--- src/rtl/scan_seq_pkg.sv ---
`timescale 1ns/1ps
package scan_seq_pkg;

    typedef enum logic [2:0] {
        PH_IDLE,
        PH_GAP,
        PH_SHIFT,
        PH_XGAP,
        PH_XSHIFT,
        PH_CAPTURE,
        PH_DONE
    } phase_e;

    typedef struct packed {
        logic shift_part;
        logic shift_extra;
        logic capture;
        logic finished;
        logic hold_sel;
    } seq_ctl_t;

    function automatic logic [7:0] oh_index(input logic [31:0] oh);
        logic [7:0] r;
        r = '0;
        for (int i = 0; i < 32; i++) begin
            if (oh[i]) r = 8'(i);
        end
        return r;
    endfunction

endpackage

--- src/rtl/scan_cfg_bank.sv ---
`timescale 1ns/1ps
module scan_cfg_bank #(
    parameter int K     = 3,
    parameter int PI_W  = 8,
    parameter int LEN_W = 6,
    localparam int IDX_W = $clog2(K + 1)
) (
    input  logic             clk,
    input  logic             rst,
    input  logic             hv_we,
    input  logic [IDX_W-1:0] hv_idx,
    input  logic [PI_W-1:0]  hv_data,
    input  logic             len_we,
    input  logic [IDX_W-1:0] len_idx,
    input  logic [LEN_W-1:0] len_data,
    input  logic [IDX_W-1:0] rd_idx,
    output logic [PI_W-1:0]  hv_rd,
    output logic [LEN_W-1:0] len_rd,
    output logic [LEN_W-1:0] xlen
);

    logic [PI_W-1:0]  hv_q  [K];
    logic [LEN_W-1:0] len_q [K+1];

    for (genvar g = 0; g < K; g++) begin : g_hv
        always_ff @(posedge clk) begin
            if (rst) hv_q[g] <= '0;
            else if (hv_we && hv_idx == IDX_W'(g)) hv_q[g] <= hv_data;
        end
    end

    for (genvar g = 0; g <= K; g++) begin : g_len
        always_ff @(posedge clk) begin
            if (rst) len_q[g] <= '0;
            else if (len_we && len_idx == IDX_W'(g)) len_q[g] <= len_data;
        end
    end

    always_comb begin
        hv_rd  = '0;
        len_rd = '0;
        for (int i = 0; i < K; i++) begin
            if (rd_idx == IDX_W'(i)) begin
                hv_rd  = hv_q[i];
                len_rd = len_q[i];
            end
        end
    end

    assign xlen = len_q[K];

endmodule

--- src/rtl/scan_chain_ring.sv ---
`timescale 1ns/1ps
module scan_chain_ring #(
    parameter int K = 3
) (
    input  logic         clk,
    input  logic         rst,
    input  logic         load,
    input  logic         advance,
    output logic [K-1:0] sel_oh
);

    localparam logic [K-1:0] FIRST = K'(1);

    always_ff @(posedge clk) begin
        if (rst || load) sel_oh <= FIRST;
        else if (advance) sel_oh <= {sel_oh[K-2:0], sel_oh[K-1]};
    end

endmodule

--- src/rtl/scan_phase_fsm.sv ---
`timescale 1ns/1ps
module scan_phase_fsm
    import scan_seq_pkg::*;
#(
    parameter int LEN_W = 6,
    parameter int PAT_W = 6
) (
    input  logic             clk,
    input  logic             rst,
    input  logic             start,
    input  logic [PAT_W-1:0] pat_count,
    input  logic [LEN_W-1:0] cur_len,
    input  logic [LEN_W-1:0] xlen,
    input  logic             sel_last,
    output logic             ring_load,
    output logic             ring_adv,
    output seq_ctl_t         ctl
);

    phase_e           ph, ph_nx;
    logic [LEN_W-1:0] cnt, cnt_nx;
    logic [PAT_W-1:0] pats_left, pats_nx;

    always_comb begin
        ph_nx     = ph;
        cnt_nx    = cnt;
        pats_nx   = pats_left;
        ring_load = 1'b0;
        ring_adv  = 1'b0;
        unique case (ph)
            PH_IDLE, PH_DONE: begin
                if (start) begin
                    pats_nx   = pat_count;
                    ring_load = 1'b1;
                    ph_nx     = (pat_count == '0) ? PH_DONE : PH_GAP;
                end
            end
            PH_GAP: begin
                if (cur_len != '0) begin
                    cnt_nx = cur_len - 1'b1;
                    ph_nx  = PH_SHIFT;
                end else if (sel_last) begin
                    ph_nx = (xlen == '0) ? PH_CAPTURE : PH_XGAP;
                end else begin
                    ring_adv = 1'b1;
                    ph_nx    = PH_GAP;
                end
            end
            PH_SHIFT: begin
                if (cnt != '0) begin
                    cnt_nx = cnt - 1'b1;
                end else if (sel_last) begin
                    ph_nx = (xlen == '0) ? PH_CAPTURE : PH_XGAP;
                end else begin
                    ring_adv = 1'b1;
                    ph_nx    = PH_GAP;
                end
            end
            PH_XGAP: begin
                cnt_nx = xlen - 1'b1;
                ph_nx  = PH_XSHIFT;
            end
            PH_XSHIFT: begin
                if (cnt != '0) cnt_nx = cnt - 1'b1;
                else ph_nx = PH_CAPTURE;
            end
            PH_CAPTURE: begin
                pats_nx = pats_left - 1'b1;
                if (pats_left == PAT_W'(1)) begin
                    ph_nx = PH_DONE;
                end else begin
                    ring_load = 1'b1;
                    ph_nx     = PH_GAP;
                end
            end
            default: ph_nx = PH_IDLE;
        endcase
    end

    always_ff @(posedge clk) begin
        if (rst) begin
            ph        <= PH_IDLE;
            cnt       <= '0;
            pats_left <= '0;
        end else begin
            ph        <= ph_nx;
            cnt       <= cnt_nx;
            pats_left <= pats_nx;
        end
    end

    always_comb begin
        ctl.shift_part  = (ph == PH_SHIFT);
        ctl.shift_extra = (ph == PH_XSHIFT);
        ctl.capture     = (ph == PH_CAPTURE);
        ctl.finished    = (ph == PH_DONE);
        ctl.hold_sel    = (ph == PH_GAP) || (ph == PH_SHIFT);
    end

endmodule

--- src/rtl/scan_seq_top.sv ---
`timescale 1ns/1ps
module scan_seq_top
    import scan_seq_pkg::*;
#(
    parameter int K     = 3,
    parameter int PI_W  = 8,
    parameter int LEN_W = 6,
    parameter int PAT_W = 6,
    localparam int IDX_W = $clog2(K + 1)
) (
    input  logic             clk,
    input  logic             rst,
    input  logic             hv_we,
    input  logic [IDX_W-1:0] hv_idx,
    input  logic [PI_W-1:0]  hv_data,
    input  logic             len_we,
    input  logic [IDX_W-1:0] len_idx,
    input  logic [LEN_W-1:0] len_data,
    input  logic             start,
    input  logic [PAT_W-1:0] pat_count,
    input  logic [PI_W-1:0]  func_pi,
    input  logic [K:0]       chain_so,
    output logic [K-1:0]     chain_se,
    output logic             extra_se,
    output logic             capture_en,
    output logic [PI_W-1:0]  pi_out,
    output logic             scan_out,
    output logic             done
);

    logic [K-1:0]     sel_oh;
    logic [7:0]       idx_full;
    logic [IDX_W-1:0] cur_idx;
    logic [PI_W-1:0]  hv_rd;
    logic [LEN_W-1:0] len_rd, xlen;
    logic             ring_load, ring_adv;
    seq_ctl_t         ctl;

    assign idx_full = oh_index(32'(sel_oh));
    assign cur_idx  = idx_full[IDX_W-1:0];

    scan_cfg_bank #(.K(K), .PI_W(PI_W), .LEN_W(LEN_W)) u_bank (
        .clk(clk), .rst(rst),
        .hv_we(hv_we), .hv_idx(hv_idx), .hv_data(hv_data),
        .len_we(len_we), .len_idx(len_idx), .len_data(len_data),
        .rd_idx(cur_idx), .hv_rd(hv_rd), .len_rd(len_rd), .xlen(xlen)
    );

    scan_chain_ring #(.K(K)) u_ring (
        .clk(clk), .rst(rst), .load(ring_load), .advance(ring_adv),
        .sel_oh(sel_oh)
    );

    scan_phase_fsm #(.LEN_W(LEN_W), .PAT_W(PAT_W)) u_fsm (
        .clk(clk), .rst(rst), .start(start), .pat_count(pat_count),
        .cur_len(len_rd), .xlen(xlen), .sel_last(sel_oh[K-1]),
        .ring_load(ring_load), .ring_adv(ring_adv), .ctl(ctl)
    );

    assign chain_se   = ctl.shift_part ? sel_oh : '0;
    assign extra_se   = ctl.shift_extra;
    assign capture_en = ctl.capture;
    assign done       = ctl.finished;
    assign pi_out     = ctl.hold_sel ? hv_rd : func_pi;
    assign scan_out   = ctl.shift_extra ? chain_so[K] : chain_so[cur_idx];

endmodule

--- config.mk ---
export PLATFORM = sky130hd
export DESIGN_NAME = scan_seq_top
export DESIGN_NICKNAME = d
export VERILOG_FILES = /design/src/rtl/scan_seq_pkg.sv /design/src/rtl/scan_cfg_bank.sv /design/src/rtl/scan_chain_ring.sv /design/src/rtl/scan_phase_fsm.sv /design/src/rtl/scan_seq_top.sv
export SDC_FILE = /design/constraint.sdc
export NUM_CORES = 1
export LEC_CHECK = 0
export ABC_AREA = 1
export BUFFER_PORTS_ARGS = -buffer_cell sky130_fd_sc_hd__buf_4
export CORE_ASPECT_RATIO = 0.7
export CORE_MARGIN = 8
export CORE_UTILIZATION = 45
export CTS_BUF_LIST = sky130_fd_sc_hd__clkbuf_8
export DETAILED_ROUTE_END_ITERATION = 10
export GPL_TIMING_DRIVEN = 0
export MAX_ROUTING_LAYER = met4
export PLACE_DENSITY = 0.65
export SYNTH_ARGS = -nofsm -noshare
export SYNTH_HDL_FRONTEND = slang
export SYNTH_HIERARCHICAL = 1
export SYNTH_SLANG_ARGS = --single-unit
--- constraint.sdc ---
create_clock -name clk -period 2.51 [get_ports clk]
set_input_delay 0 -clock clk [delete_from_list [all_inputs] [get_ports clk]]
set_output_delay 0 -clock clk [all_outputs]
set_load 0.02 [all_outputs]
==> reports/metrics.csv <==
stage,metric,value,unit
worst_setup_path,Slowest Stage Delay on Critical Path,0.36,ns
timing,FMAX,438,MHz
floorplan,Die Ht,91.8,um
yosys,post-synthesis register bit count,66,
worst_setup_path,critical path's most frequent cell,nor2_1,
cts,clock-pin slew on the worst setup and hold paths,0.07,ns
route,DR WL/cell,14.1,um
worst_setup_path,Crit. Startpoint,u_ring/sel_oh[1]$_SDFFE_PP0P_,
timing,RSZ-0062 raised after global routing,no,
global_routing,largest net degree at the start of global routing,13,
route,drt total wl,9290,um
timing,worst setup margin,0.229,ns
timing,Hold Worst Slack,0.0116,ns
global_routing,global route total overflow,0,
yosys,synthesized area per cell,7.80,sq um
yosys,"area leader, netlist",edfxtp_1,
layout,"Core Util, Final",0.581,
worst_setup_path,Crit Path Class,reg -> reg,
yosys,"EDFF count, synth",48,
timing,Tmin final,2.28,ns
pwr,static leakage,2.08,nW
timing,Setup Skew,0.0138,ns
timing,Rel. slew slack,0.122,
yosys,Yosys top cell area share,0.391,
yosys,"FFs w/ async S/R, synth",0,
cts,CTS tree,done,
worst_setup_path,critical path startpoint category,register,
yosys,Post-synth top flop,edfxtp_1,
route,DRT Pass-1 Iters,5,
floorplan,Initial Util,0.467,
layout,Area growth syn-to-layout,24.6,%
layout,share of cells above drive strength 1,0.197,
placement,GP Congestion,0.859,
worst_setup_path,critical path's top delay family,simple AND/OR/NAND/NOR gates,
worst_setup_path,crit end category,register,
layout,non-filler instance count after layout,658,
floorplan,Die X,124,um
timing,Total Neg Setup Slack,0,ns
yosys,syn_nets,517,
cts,clk root buf,clkbuf_8,
job,Max-cap violations,0,
cts,clk buf depth,2,
min_path,hold path start,hv_data[2],
global_routing,number of global-route vias before repair,3147,
placement,Port Buffers,55,
worst_setup_path,arrival time worst endpoint,2.51,ns
timing,Final Slew Violations,0,
route,DRT iter0 DRCs,279,
worst_setup_path,"Buf+Inv Stages, Crit Path",5,
yosys,Post-synth top cells,"93 x nand2_1, 72 x nor2_1, 67 x nand3_1, 66 x inv_1, 48 x edfxtp_1",
worst_setup_path,"critical path fanouts, max",10,
pwr,peak supply drop,0.368,mV
layout,n_diodes,0,
placement,hpwl dp,7090,um
timing,Slew @ Worst Pin,1.30,ns
route,antenna-violating nets left,0,
floorplan,Core ar.,7910,sq um
floorplan,FP Rows,27,
worst_setup_path,RR Endpoint,u_fsm/cnt[0]$_SDFFE_PP0P_,
worst_setup_path,"Slowest-stage cell, CP",dfxtp_2,
worst_setup_path,reg2reg path depth,15,
route,via density per instance,5.08,
yosys,top-count cell post-synth,nand2_1,
placement,dpl ws,0.0445,ns
cts,H-tree level count,3,
yosys,"Seq/Total Area, Yosys",0.488,
cts,CTS Buf Count,9,
route,DR vias,3343,
yosys,cell area after synthesis,3690,sq um
placement,placed cells,629,
worst_setup_path,Critical Path Stages,15,
timing,final hold violation count,0,
worst_setup_path,CP endpoint,u_fsm/cnt[0]$_SDFFE_PP0P_,
yosys,top post-synthesis cells by area,"edfxtp_1 39%, dfxtp_1 9.8%, nand2_1 9.5%, nand3_1 9.1%, nor2_1 7.3%",
worst_setup_path,CP required,2.74,ns
run_status,status,finished clean,
cts,Worst-Skew Late Latency,0.34,ns
global_routing,Total GRT Usage,0.168,
route,DRC viols,0,
global_routing,first-pass GRT wire length,15300,um
cts,clock sinks,66,
timing,Final Setup Violations,0,
timing,fin crit share,0.909,
layout,Final #Nets,596,
global_routing,initial antenna violation count,0,
min_path,HP Class,in -> reg,
worst_setup_path,r2r startpoint,u_ring/sel_oh[1]$_SDFFE_PP0P_,
pwr,total power per unit cell area,810,nW/um^2
yosys,Post-Synthesis Cells,473,
worst_setup_path,"Critical Path, Cell by Cell",inv_1 -> nor2_1 -> clkbuf_4 -> inv_2 -> buf_4 -> nand3_1 -> nand3_1 -> nor2_1 -> nand4_1 -> nor2_2 -> nor2_1 -> o21ai_2 -> inv_2 -> o21ai_0 -> a21oi_1,
yosys,"Distinct cells, synth",33,
floorplan,I/O pin total,56,
floorplan,die area,11400,sq um
yosys,Ys Warns,6,
worst_setup_path,"reg-to-reg slack, setup",0.23,ns
cell type report:
type | count | area [sq um]
inverter | 69 | 259
tap | 101 | 126
sequential | 66 | 1800
multi-input combinational | 326 | 1560
clock inverter | 6 | 90.1
timing repair buffer | 68 | 541
buffer | 12 | 81.3
clock buffer | 10 | 138
fill | 710 | 3310
where the power goes:
group / switching, mW / internal (mW) / leakage (nW)
Combinational: 0.816 / 0.465 / 1.34
Clock: 0.412 / 0.588 / 0.112
Sequential: 0.115 / 1.33 / 0.621
Total: 1.34 / 2.38 / 2.08
worst min-delay path by stage:
stage	cells after the start	slack, ns	to
global route	3	0.009	u_bank/hv_q[0][2]$_SDFFCE_PN0P_
detailed placement	3	0.29	u_fsm/pats_left[2]$_SDFFE_PP0P_
floorplan	2	0.11	u_ring/sel_oh[0]$_SDFFE_PP1P_
finish	3	0.01	u_bank/hv_q[0][2]$_SDFFCE_PN0P_
global placement	3	0.29	u_fsm/pats_left[2]$_SDFFE_PP0P_
CTS	3	0.002	u_fsm/pats_left[5]$_SDFFE_PP0P_
registers in the layout (all words and copies together), names as in the netlist:
| signal | flops |
|---|---|
| u_bank/hv_q | 24 |
| u_bank/len_q | 24 |
| u_fsm/cnt | 6 |
| u_fsm/pats_left | 6 |
| u_fsm/ph | 3 |
| u_ring/sel_oh | 3 |
per-layer routing:
| metal | up-vias | wire length [um] | share of wire | GRT usage |
|---|---|---|---|---|
| li1 | 1725 | - | - | - |
| met1 | 1490 | 4850 | 0.52 | 0.231 |
| met2 | 122 | 3610 | 0.39 | 0.228 |
| met3 | 6 | 750 | 0.081 | 0.0535 |
| met4 | 0 | 81 | 0.0087 | 0.0490 |
| met5 | - | 0 | 0 | - |
stage by stage:
stage          power, mW  area [sq um]
2_1_floorplan       2.31          3690
3_3_place_gp        2.68          4230
3_5_place_dp        2.70          4230
4_1_cts             3.72          4580
5_1_grt             3.94          4600
6_report            3.72          4600
layout by cell type, fill, tap and decap left out, types with 6 or more instances in the layout:
cell type	netlist	routed
edfxtp_1	48	48
nand2_1	93	93
nand3_1	67	67
clkbuf_8	0	10
buf_4	3	59
nor3_1	15	15
a21oi_1	17	16
inv_1	66	65
o21ai_0	21	21
nand2_2	7	7
nor2_1	72	71
dlygate4sd3_1	0	12
nand4_1	6	6
dfxtp_1	18	16
repair_timing:
action,in CTS,in global routing
endpoints found under the hold margin,17,0
setup buffers,0,1
gates resized for setup,0,7
setup endpoints to repair,0,9
hold buffers,12,0
kinds of logic after synthesis:
family	Yosys count	share of synthesized area
compound gates	50	0.0770
xor+xnor	2	0.00475
fa+ha+maj	3	0.0102
buf+inv	81	0.0916
flops	66	0.488
simple gates	271	0.328
worst min-delay path, stage by stage:
cell,delay [ns]
buf_4,0.08
inv_1,0.06
nor2_1,0.10
Power figures use the tool's default switching activity.
